$ cat config.mk
export PLATFORM = sky130hd
export DESIGN_NAME = pwr_save_monitor
export DESIGN_NICKNAME = d
export VERILOG_FILES = /design/src/rtl/pwr_save_monitor.sv
export SDC_FILE = /design/constraint.sdc
export NUM_CORES = 1
export LEC_CHECK = 0
export ABC_AREA = 1
export BUFFER_PORTS_ARGS = -buffer_cell sky130_fd_sc_hd__buf_2
export CAP_MARGIN = 5
export CORE_MARGIN = 5
export CORE_UTILIZATION = 55
export DETAILED_ROUTE_END_ITERATION = 6
export PLACE_DENSITY_LB_ADDON = 0.1
export SETUP_SLACK_MARGIN = 0.1
export SYNTH_ARGS = -nofsm -noshare
export SYNTH_HDL_FRONTEND = slang
export SYNTH_SLANG_ARGS = --single-unit
$ cat constraint.sdc
create_clock -name clk -period 2.2 [get_ports clk]
set_input_delay 0.11 -clock clk [delete_from_list [all_inputs] [get_ports clk]]
set_output_delay 0.11 -clock clk [all_outputs]
set_load 0.05 [all_outputs]
$ cat src/rtl/pwr_save_monitor.sv
module pwr_save_monitor #(
  parameter int CNT_W = 8,
  parameter int TMR_W = 16
) (
  input  logic             clk,
  input  logic             rst_n,
  input  logic [CNT_W-1:0] pending_cnt,
  input  logic             req_strobe,
  input  logic [1:0]       pwr_mode,
  input  logic [TMR_W-1:0] sleep_limit,
  input  logic [TMR_W-1:0] wake_limit,
  output logic             late_sleep,
  output logic             late_wake,
  output logic [1:0]       mon_state
);

  localparam logic [1:0] ST_BUSY  = 2'b00;
  localparam logic [1:0] ST_SLEEP = 2'b01;
  localparam logic [1:0] ST_LOW   = 2'b10;
  localparam logic [1:0] ST_WAKE  = 2'b11;

  logic [1:0]       state;
  logic [TMR_W-1:0] tmr;
  logic             fired;

  wire             asleep  = pwr_mode != 2'b00;
  wire             no_work = pending_cnt == '0;
  wire [TMR_W-1:0] lim     = (state == ST_SLEEP) ? sleep_limit : wake_limit;
  wire             hit     = (lim != '0) && !fired && (tmr == lim - 1'b1);

  assign mon_state = state;

  always_ff @(posedge clk) begin
    if (!rst_n) begin
      state      <= ST_BUSY;
      tmr        <= '0;
      fired      <= 1'b0;
      late_sleep <= 1'b0;
      late_wake  <= 1'b0;
    end else begin
      late_sleep <= 1'b0;
      late_wake  <= 1'b0;
      case (state)
        ST_BUSY, ST_SLEEP: begin
          if (asleep) begin
            state <= req_strobe ? ST_WAKE : ST_LOW;
            tmr   <= '0;
            fired <= 1'b0;
          end else if (state == ST_BUSY) begin
            if (no_work && !req_strobe) begin
              state <= ST_SLEEP;
              tmr   <= '0;
              fired <= 1'b0;
            end
          end else if (req_strobe || !no_work) begin
            state <= ST_BUSY;
          end else if (!fired) begin
            tmr <= tmr + 1'b1;
            if (hit) begin
              late_sleep <= 1'b1;
              fired      <= 1'b1;
            end
          end
        end
        ST_LOW: begin
          if (!asleep) begin
            state <= ST_BUSY;
          end else if (req_strobe) begin
            state <= ST_WAKE;
            tmr   <= '0;
            fired <= 1'b0;
          end
        end
        default: begin
          if (!asleep) begin
            state <= ST_BUSY;
          end else if (!fired) begin
            tmr <= tmr + 1'b1;
            if (hit) begin
              late_wake <= 1'b1;
              fired     <= 1'b1;
            end
          end
        end
      endcase
    end
  end

  assert_sleep_pulse_single_R4: assert property (@(posedge clk) disable iff (!rst_n)
    late_sleep |=> !late_sleep);
  assert_sleep_pulse_in_wait_R4: assert property (@(posedge clk) disable iff (!rst_n)
    late_sleep |-> mon_state == ST_SLEEP);
  assert_wake_pulse_in_wait_R7: assert property (@(posedge clk) disable iff (!rst_n)
    late_wake |-> mon_state == ST_WAKE);
  assert_wake_pulse_single_R5: assert property (@(posedge clk) disable iff (!rst_n)
    late_wake |=> !late_wake);
  assert_cancel_quiet_R6: assert property (@(posedge clk) disable iff (!rst_n)
    (mon_state == ST_SLEEP && !asleep && req_strobe) |=> (mon_state == ST_BUSY && !late_sleep));
  assert_any_mode_ok_R3: assert property (@(posedge clk) disable iff (!rst_n)
    (mon_state == ST_SLEEP && asleep && !req_strobe) |=> (mon_state == ST_LOW && !late_sleep));
  assert_zero_disables_R9: assert property (@(posedge clk) disable iff (!rst_n)
    (late_sleep && mon_state == ST_SLEEP) |-> $past(sleep_limit) != '0);
  assert_wake_resets_R8: assert property (@(posedge clk) disable iff (!rst_n)
    (mon_state == ST_WAKE && !asleep) |=> (mon_state == ST_BUSY && !late_wake));

endmodule

# After elaboration in Yosys (flattened, before gate mapping)
# Index checks and enable logic that the tools add are counted.
[word_totals]
register_bits = 21
latchBits = 0
ram_bits = 0
mem_bits_ro = 0
inputBits = 45
output_inout_bits = 4
elab_cells = 68
mem_count = 0
[classes]
add_sub_neg = 2
multipliers = 0
n_div = 0
magnitude_cmp = 0
n_eq_ne = 11
n_shift = 0
mux = 30
n_bitwise = 3
reduce_logical = 17
[ops]
columns = ["operator", "n"]
rows = [
  ["2-to-1 mux 16 bit", 9],
  ["case mux 16 bit (2 select lines)", 1],
  ["adder 16 x 1 -> 16 bit (second input constant)", 1],
  ["equality test 16 bit", 1],
  ["nonzero test 16 bit", 1],
  ["subtractor 16 x 1 -> 16 bit (second input constant)", 1],
  ["2-to-1 mux 2 bit", 7],
  ["2-to-1 mux 1 bit", 11],
  ["OR reduction 5 bit", 2],
  ["logical NOT 8 bit", 1],
  ["!= test 4 bit (second input constant)", 2],
  ["!= test 3 bit (second input constant)", 2],
  ["AND reduction 5 bit", 1],
  ["!= test 2 bit (second input constant)", 2],
  ["case mux 2 bit (2 select lines)", 1],
  ["AND reduction 4 bit", 1],
  ["nonzero test 2 bit", 2],
  ["logical AND 1 bit", 3],
  ["logical NOT 1 bit", 3],
  ["!= test 3 x 1 -> 1 bit (second input constant)", 1],
  ["!= test 3 x 2 -> 1 bit (second input constant)", 1],
  ["inverter 1 bit", 3],
  ["equality test 2 x 1 -> 1 bit (second input constant)", 1],
  ["equality test 2 bit (second input constant)", 1],
  ["4 further kinds", 4],
]

# Longest topological paths before layout
# Gate-level depths: netlist of run 1.
[logic_depth]
depth_word = 11
mapped_depth = 17
depth_no_buf = 16

# Least setup slack after synthesis of run 1
# OpenSTA, ideal clock, no wires.
[synth_path]
path_kind = "reg2reg"
from = "register state[0], in the netlist mon_state[0]"
to = "register fired"
setup_ns = 0.066
t_arrival_ns = 2.366
t_required_ns = 2.134
setup_slack_ns = -0.232
path_stages_with_launch = 17
path_buffers = 1
cell_sequence = "dfxtp_1 buf_6 inv_2 nor2_2 nand2_1 nand2_2 ha_1 nand3_1 nor2_1 nand2_1 o21bai_1 nand2_1 nor2_1 nand3_1 nor2_2 nand3_1 a21oi_2"
[synth_between]
elab_chain_cells = 11
word_cells_on_any_way = 23
[synth_lines]
columns = ["item", "line", "text"]
rows = [
  ["start: declaration", "22", "logic [1:0] state;"],
  ["start signal: assignment", "46", "state <= req_strobe ? ST_WAKE : ST_LOW;"],
  ["equality test 2 x 1 -> 1 bit", "28, 43", ""],
  ["2-to-1 mux 16 bit", "28", "wire [TMR_W-1:0] lim = (state == ST_SLEEP) ? sleep_limit : wake_limit;"],
  ["subtractor 16 x 1 -> 16 bit / nonzero test 16 bit (equally long branches)", "29", "wire hit = (lim != '0) && !fired && (tmr == lim - 1'b1);"],
  ["equality test 16 bit / logical AND 1 bit (equally long branches)", "29", ""],
  ["logical AND 1 bit", "29", ""],
  ["2-to-1 mux 1 bit", "59, 79", ""],
  ["2-to-1 mux 1 bit", "77", "end else if (!fired) begin"],
  ["2-to-1 mux 1 bit", "55", "end else if (req_strobe || !no_work) begin"],
  ["2-to-1 mux 1 bit", "49", "end else if (state == ST_BUSY) begin"],
  ["2-to-1 mux 1 bit", "45", "if (asleep) begin"],
  ["case mux 1 bit (2 select lines)", "43", "case (state)"],
  ["end signal: assignment", "48", "fired <= 1'b0;"],
  ["end signal: assignment", "53", "fired <= 1'b0;"],
  ["end signal: assignment", "61", "fired <= 1'b1;"],
  ["end: declaration", "24", "logic fired;"],
]
# Parallel ways exist; a longest one is shown, timed or not. The select of a mux whose other input is x is not followed.
# A chain may end at the register's enable or synchronous reset.

# Worst setup path in the final report of run 1
# Ends and elaborated chain as after synthesis.

==> out/results.txt, run 1 <==
CP most frequent cell -> nand2_1
Worst-path clk slew -> 70 ps
Fill count -> 363
Vias per cell -> 5.11
Largest net degree at the start of global routing -> 30
Row Count -> 23
Max_slew headroom -> 62.8%
# diodes -> 0
Synth Flop Type -> dfxtp_1
Cell family with most CP delay -> simple AND/OR/NAND/NOR gates
CP max stage cell -> dfxtp_4
Detailed placer's ending HPWL -> 4.84 mm
XOR/XNOR share of the synthesized area -> 4.09%
Met3 Use GR -> 2.84%
Yosys reg bits -> 21
Reg-to-Reg End -> fired
Die area -> 5500 sq um
Status -> finished, final reports clean
Critical Path Max Stage Delay -> 360 ps
CP max FO -> 15
Most Used Layer, Global Route -> met2
Tot Pwr -> 1.19 mW
CTS Buf Count -> 3
Leakage -> 1.43 nW
Synthesized instance count -> 392
Setup TNS -> 0 ps
Vias -> 2575
Boundary Pins -> 49
Worst reg2reg path depth -> 15
Multiplexer share of the synthesized area -> 0%
Initial Util -> 56.6%
Final cycle utilization of the critical path -> 94.6%
Placed inst area -> 2580 sq um
Skew-Pair Late Insertion Delay -> 260 ps
CP Class -> reg2reg
Tmin final -> 2080 ps
Synth cell types -> 41
Final hold vios -> 0
Area Overhead vs Synth -> 24.4%
M1 GR Usage -> 29.7%
Mapped Nets -> 439
Max Cap Violations -> 0
Antenna-violating nets left -> 0
Levels on crit path -> 15
Worst setup SP type -> flip-flop
Port bufs -> 48
Clock sinks -> 21
RSZ-0062 raised after global routing -> yes
Worst Clk Skew -> 1.54 ps
Compound-Gate Fraction of Synth Area -> 11.6%
Layout cell share with drive strength beyond 1 -> 27.8%
CTS tree -> built
Pwr dens -> 423 nW/um^2
Slew @ Worst Pin -> 553 ps
Total area of sequential cells -> 428 sq um
Setup violators final -> 0
Crit path from -> mon_state[0]
1st-iter DRT viols -> 132
Drt wl/cell -> 12.3 um
Crit-path cells -> buf_12 -> nand2_8 -> buf_12 -> nand2_1 -> nand2_2 -> nand2_1 -> nor2_4 -> nand2_1 -> nand2_1 -> nand3_1 -> nor2_1 -> nand2_1 -> nor3_2 -> nand3_2 -> a21oi_2
First-pass GRT wire length -> 9.66 mm
Number of synthesized flops with an enable pin -> 0
Post-synthesis async set-or-reset flop share -> 0%
Routability cong. -> 0.918
Hold crit path type -> in2reg
Fmax -> 0.480 GHz
Worst reg2reg path startpoint -> mon_state[0]
Die X -> 74.1 um
Main combinational cell family by area after synthesis -> simple AND/OR/NAND/NOR gates
Post-synthesis instance area -> 2260 sq um
End point of the critical path -> fired
Minimum hold slack -> 98.2 ps
Nets@finish -> 502
CP required -> 2400 ps
Simple-Gate Fraction of Synth Area -> 50.2%
Critical Path AT -> 2280 ps
Area taken by multi-input logic gates -> 1610 sq um
Core area -> 4000 sq um
Hold-fix buffers, CTS -> 0
Post-synthesis sequential area ratio -> 18.6%
Router iterations before antenna repair -> 4
Final Slew Violations -> 0
GR Overflow Total -> 0
Vias in the first global route -> 2264
Post-Synth Adder-Cell Area -> 1.11%
Global-route usage over all layers -> 22.2%
CP endpoint kind -> flip-flop
Met2 usage -> 36.7%
Antenna violations before repair -> 0
Drt drc -> 0
Util after Layout -> 70.4%
VDD IR max -> 460 uV
Die height -> 74.1 um
Clock root buffer -> clkbuf_8
Clk buf depth -> 2
Final instance area -> 2820 sq um
Synth Warn # -> 0
Synth Area per Inst -> 5.77 sq um
H-tree levels -> 1
Setup slack, reg-to-reg -> 120 ps
Buf/Inv on CP -> 2
DRT Wirelength -> 6.19 mm
[worst reg2reg max path, delay by kind of cell (launching register included)]
kind / cells / cell delay, ps
compound gates: 1 / 140
buf+inv: 2 / 280
flops: 1 / 360
simple gates: 12 / 1240
[what timing repair did]
| item | 4_1_cts | 5_1_grt |
|---|---|---|
| endpoints found under the setup margin | 1 | 5 |
| pin swaps | 0 | 19 |
| resized for setup | 1 | 21 |
| buffers inserted | 0 | 9 |
| cloned | 0 | 1 |
[how the worst min path moves through the flow]
| stage | startpoint | end | slack (ps) | cells past startpoint |
|---|---|---|---|---|
| finish | rst_n | mon_state[1] | 100 | 3 |
| global route | rst_n | mon_state[1] | 110 | 3 |
| CTS | rst_n | mon_state[1] | 90 | 3 |
| detailed placement | rst_n | mon_state[1] | 370 | 3 |
| global placement | rst_n | mon_state[1] | 370 | 3 |
| floorplan | rst_n | mon_state[1] | 210 | 2 |
[cells by family (layout without fill, tap and decap cells)]
logic type | count (synthesis) | in the layout
AOI/OAI and AO/OA | 43 | 43
buffers and inverters | 73 | 135
and+or+nand+nor | 244 | 244
adders and majority gates | 2 | 2
xor gates and xnor gates | 9 | 9
DFF | 21 | 21
[layout make-up]
type	count	share of cell area [%]
clock buffer	3	1.47
clock inverter	1	0.178
inverter	66	9.07
multi-input combinational	298	57.3
sequential	21	15.2
tap	50	2.22
timing repair buffer	65	14.6
[flip-flops by register name, indices dropped and copies added (netlist names)]
signal	cells
tmr	16
late_wake	1
late_sleep	1
mon_state	2
fired	1
[synthesized netlist by cell type, types with 3 or more instances]
cell        n  share of area (%)
o21ai_2     4                1.5
inv_1      63                 10
nand2_2    15                4.1
nand3_1    38                8.4
nand4_1     4                1.1
nor2_2      4                1.1
nor3_1      5                1.1
dfxtp_1    21                 19
a21oi_1    13                2.9
o21ai_0    12                2.7
nand2_1   125                 21
a211oi_1    3                1.0
xor2_1      6                2.3
nor2_4      4                2.0
o211ai_1    4                1.3
nor2_1     37                6.1
[per-stage QoR]
stage | std cells | setup slack (ps)
final | 504 | 118
after global placement | 490 | 160
after detailed placement | 490 | 126
after global routing | 504 | -30.7
after CTS | 494 | 101
after floorplan | 392 | 42.0
[cells in the final DEF (no fill, tap or decap), drive strengths merged, types with 4 or more instances in the layout]
cell	count
a21oi	14
buf	64
clkbuf	4
dfxtp	21
inv	66
nand2	143
nand3	40
nand4	4
nor2	45
nor3	6
o211ai	4
o21ai	17
xor2	6
[where the power goes]
part           switching (mW)  total (mW)  internal (mW)
combinational           0.326       0.543          0.217
sequential             0.0110       0.399          0.387
clock                   0.124       0.250          0.126
total                   0.461        1.19          0.731
[layer usage]
layer	share of wire [%]	routed length, um	up-vias
met4	1.3	79	0
met2	48	2940	76
met5	0	0	-
li1	-	-	1355
met1	45	2780	1137
met3	6.3	391	7
No activity file was read; power rests on OpenSTA's default activity.
==> run 2: changes to the inputs <==
--- a/config.mk
+++ b/config.mk
@@ -7,9 +7,9 @@
 export LEC_CHECK = 0
 export ABC_AREA = 1
 export BUFFER_PORTS_ARGS = -buffer_cell sky130_fd_sc_hd__buf_2
-export CAP_MARGIN = 5
+export CAP_MARGIN = 30
 export CORE_MARGIN = 5
-export CORE_UTILIZATION = 55
+export CORE_UTILIZATION = 45
 export DETAILED_ROUTE_END_ITERATION = 6
 export PLACE_DENSITY_LB_ADDON = 0.1
 export SETUP_SLACK_MARGIN = 0.1
==> run 2 against run 1 <==
Combinational power shrank 9.2%. Clock skew grew 2.1 ps. Wire length shrank 4.1%. Clock power is essentially flat. Cell count grew 3.0%. Clock-buffer cell count is the same. Non-clock buffer count shrank 2. Critical endpoint is now late_sleep. Largest power group unchanged. Sequential share of layout area grew 0.43 points. Global-route usage shrank 4.2 points.
==> out/results.txt, run 2 (synthesized netlist as in run 1, its figures left out) <==
Status -> finished, final reports clean (unchanged)
# diodes -> 0 (unchanged)
Die area -> 6540 sq um (was 5500 sq um)
Skew-Pair Late Insertion Delay -> 260 ps (about the same)
Place WS -> 41.1 ps (was 126 ps)
Fmax -> 0.486 GHz (was 0.480 GHz)
Clock sinks -> 21 (unchanged)
Core area -> 4820 sq um (was 4000 sq um)
Switching portion of total power -> 38.5% (was 38.7%)
Hold Path Origin -> rst_n (unchanged)
Die height -> 80.9 um (was 74.1 um)
Vias -> 2487 (was 2575)
Area Overhead vs Synth -> 21.0% (was 24.4%)
CP max FO -> 5 (was 15)
Crit path from -> mon_state[0] (unchanged)
Hold-fix buffers, CTS -> 0 (unchanged)
CP Class -> reg2reg (unchanged)
Minimum hold slack -> 92.0 ps (was 98.2 ps)
Detailed placer's ending HPWL -> 5.01 mm (was 4.84 mm)
Worst reg2reg path startpoint -> mon_state[0] (unchanged)
Placed inst area -> 2610 sq um (was 2580 sq um)
Worst setup SP type -> flip-flop (unchanged)
Router iterations before antenna repair -> 5 (was 4)
Worst-path clk slew -> 70 ps (about the same)
Antenna-violating nets left -> 0 (unchanged)
Clk buf depth -> 2 (unchanged)
Max_slew headroom -> 76.3% (was 62.8%)
Row Count -> 25 (was 23)
Tot Pwr -> 1.14 mW (was 1.19 mW)
Final setup margin -> 141 ps (was 118 ps)
First-pass GRT wire length -> 9.52 mm (was 9.66 mm)
Combinational Power Share -> 43.1% (was 45.6%)
Flop pwr share -> 35.2% (was 33.4%)
Setup slack, reg-to-reg -> 140 ps (was 120 ps)
1st-iter DRT viols -> 146 (was 132)
Hold crit path type -> in2reg (unchanged)
Pwr dens -> 418 nW/um^2 (was 423 nW/um^2)
CP required -> 2400 ps (about the same)
Antenna violations before repair -> 0 (unchanged)
Worst Clk Skew -> 3.63 ps (was 1.54 ps)
Vias in the first global route -> 2157 (was 2264)
Critical Path Max Stage Delay -> 420 ps (was 360 ps)
CTS Buf Count -> 3 (unchanged)
Nets@finish -> 500 (was 502)
Tmin final -> 2060 ps (was 2080 ps)
RSZ-0062 raised after global routing -> yes (unchanged)
Setup violators final -> 0 (unchanged)
Internal power -> 0.704 mW (was 0.731 mW)
Inst Count DP -> 508 (was 490)
Largest register FFs -> 16 (unchanged)
Final cycle utilization of the critical path -> 93.6% (was 94.6%)
Routability cong. -> 0.843 (was 0.918)
Initial Util -> 47.0% (was 56.6%)
Layout cell share with drive strength beyond 1 -> 25.0% (was 27.8%)
Largest net degree at the start of global routing -> 30 (unchanged)
CP endpoint kind -> flip-flop (unchanged)
Port bufs -> 48 (unchanged)
Boundary Pins -> 49 (unchanged)
Vias per cell -> 4.79 (was 5.11)
Psw -> 0.441 mW (was 0.461 mW)
Final instance area -> 2740 sq um (was 2820 sq um)
Die X -> 80.9 um (was 74.1 um)
Max Cap Violations -> 0 (unchanged)
Commonest non-fill, non-tap cell in the layout -> nand2_1 (unchanged)
CP max stage cell -> dfxtp_4 (unchanged)
Final Slew Violations -> 0 (unchanged)
Crit-path cells -> inv_4 -> nor2_4 -> nand2_1 -> nand2_2 -> ha_4 -> xnor2_1 -> nor2_1 -> nand3_1 -> nor2_1 -> nand3_1 -> nor2_1 -> nand2_1 -> nor3_2 -> nand3_1 -> nor2_1 (was buf_12 -> nand2_8 -> buf_12 -> nand2_1 -> nand2_2 -> nand2_1 -> nor2_4 -> nand2_1 -> nand2_1 -> nand3_1 -> nor2_1 -> nand2_1 -> nor3_2 -> nand3_2 -> a21oi_2)
Clock root buffer -> clkbuf_8 (unchanged)
CP most frequent cell -> nor2_1 (was nand2_1)
Most frequent cells in the layout -> nand2_1 (124), inv_1 (63), buf_2 (48) (was nand2_1 (122), inv_1 (63), buf_2 (48))
Clock Power Share -> 21.7% (was 21.0%)
Slew @ Worst Pin -> 352 ps (was 553 ps)
Drt wl/cell -> 11.4 um (was 12.3 um)
Critical Path AT -> 2250 ps (was 2280 ps)
Cell family with most CP delay -> simple AND/OR/NAND/NOR gates (unchanged)
CTS tree -> built (unchanged)
Final hold vios -> 0 (unchanged)
DRT Wirelength -> 5.94 mm (was 6.19 mm)
Fin cells -> 519 (was 504)
VDD IR max -> 306 uV (was 460 uV)
Reg with most FFs -> tmr (unchanged)
H-tree levels -> 1 (unchanged)
Global-route usage over all layers -> 18.0% (was 22.2%)
Buf/Inv on CP -> 1 (was 2)
Drt drc -> 0 (unchanged)
Leakage -> 1.40 nW (was 1.43 nW)
GR Overflow Total -> 0 (unchanged)
## run 2: changes by cell type in the layout (fill, tap and decap cells not counted), sizes merged
cell	delta
buf	-1
clkbuf	-1
## run 2: metal layers
metal,vias to the layer above,track usage (%),routed length (um)
li1,1349,-,-
met1,1074,25.5,2990
met2,62,29.9,2670
met5,-,0,0
met4,0,3.04,22
met3,2,1.77,254
## run 2: power by group through the flow
stage / Clock [mW] / Sequential [mW] / Combinational (mW)
after global routing: 0.274 / 0.405 / 0.552
after detailed placement: 0 / 0.411 / 0.462
after floorplan: 0 / 0.416 / 0.349
after CTS: 0.260 / 0.401 / 0.474
after global placement: 0 / 0.410 / 0.460
final: 0.249 / 0.403 / 0.493
## run 2: stage by stage
step                utilization (%)  TNS, ps
floorplan                         -        0
global placement               54.2        0
finish                         56.8        0
global route                   56.8    -42.1
CTS                            55.6        0
detailed placement             54.2        0
## run 2: worst reg2reg max path: stages, from the launching register on
cell	delay, ps
dfxtp_4	420
inv_4	50
nor2_4	80
nand2_1	60
nand2_2	90
ha_4	200
xnor2_1	110
nor2_1	110
nand3_1	80
nor2_1	120
nand3_1	100
nor2_1	130
nand2_1	80
nor3_2	130
nand3_1	110
nor2_1	110
## run 2: layout make-up
cell class / instances / area, sq um
Sequential cell: 21 / 428
Fill cell: 488 / 2080
Multi-Input combinational cell: 298 / 1560
Clock buffer: 3 / 41.3
Timing Repair Buffer: 63 / 365
Inverter: 66 / 258
Tap cell: 67 / 83.8
Clock inverter: 1 / 5.00
## run 2: what timing repair did
action | 4_1_cts | 5_1_grt
endpoints found under the setup margin | 3 | 3
setup buffers | 2 | 5
resized for setup | 2 | 6
pin swaps | 2 | 2
## run 2: path summary, 6_finish.rpt
| kind | depth (start not counted) | endpoint |
|---|---|---|
| min | 3 | mon_state[1] |
| min reg2reg | 2 | tmr[13] |
| max | 15 | late_sleep |
| max reg2reg | 15 | late_sleep |
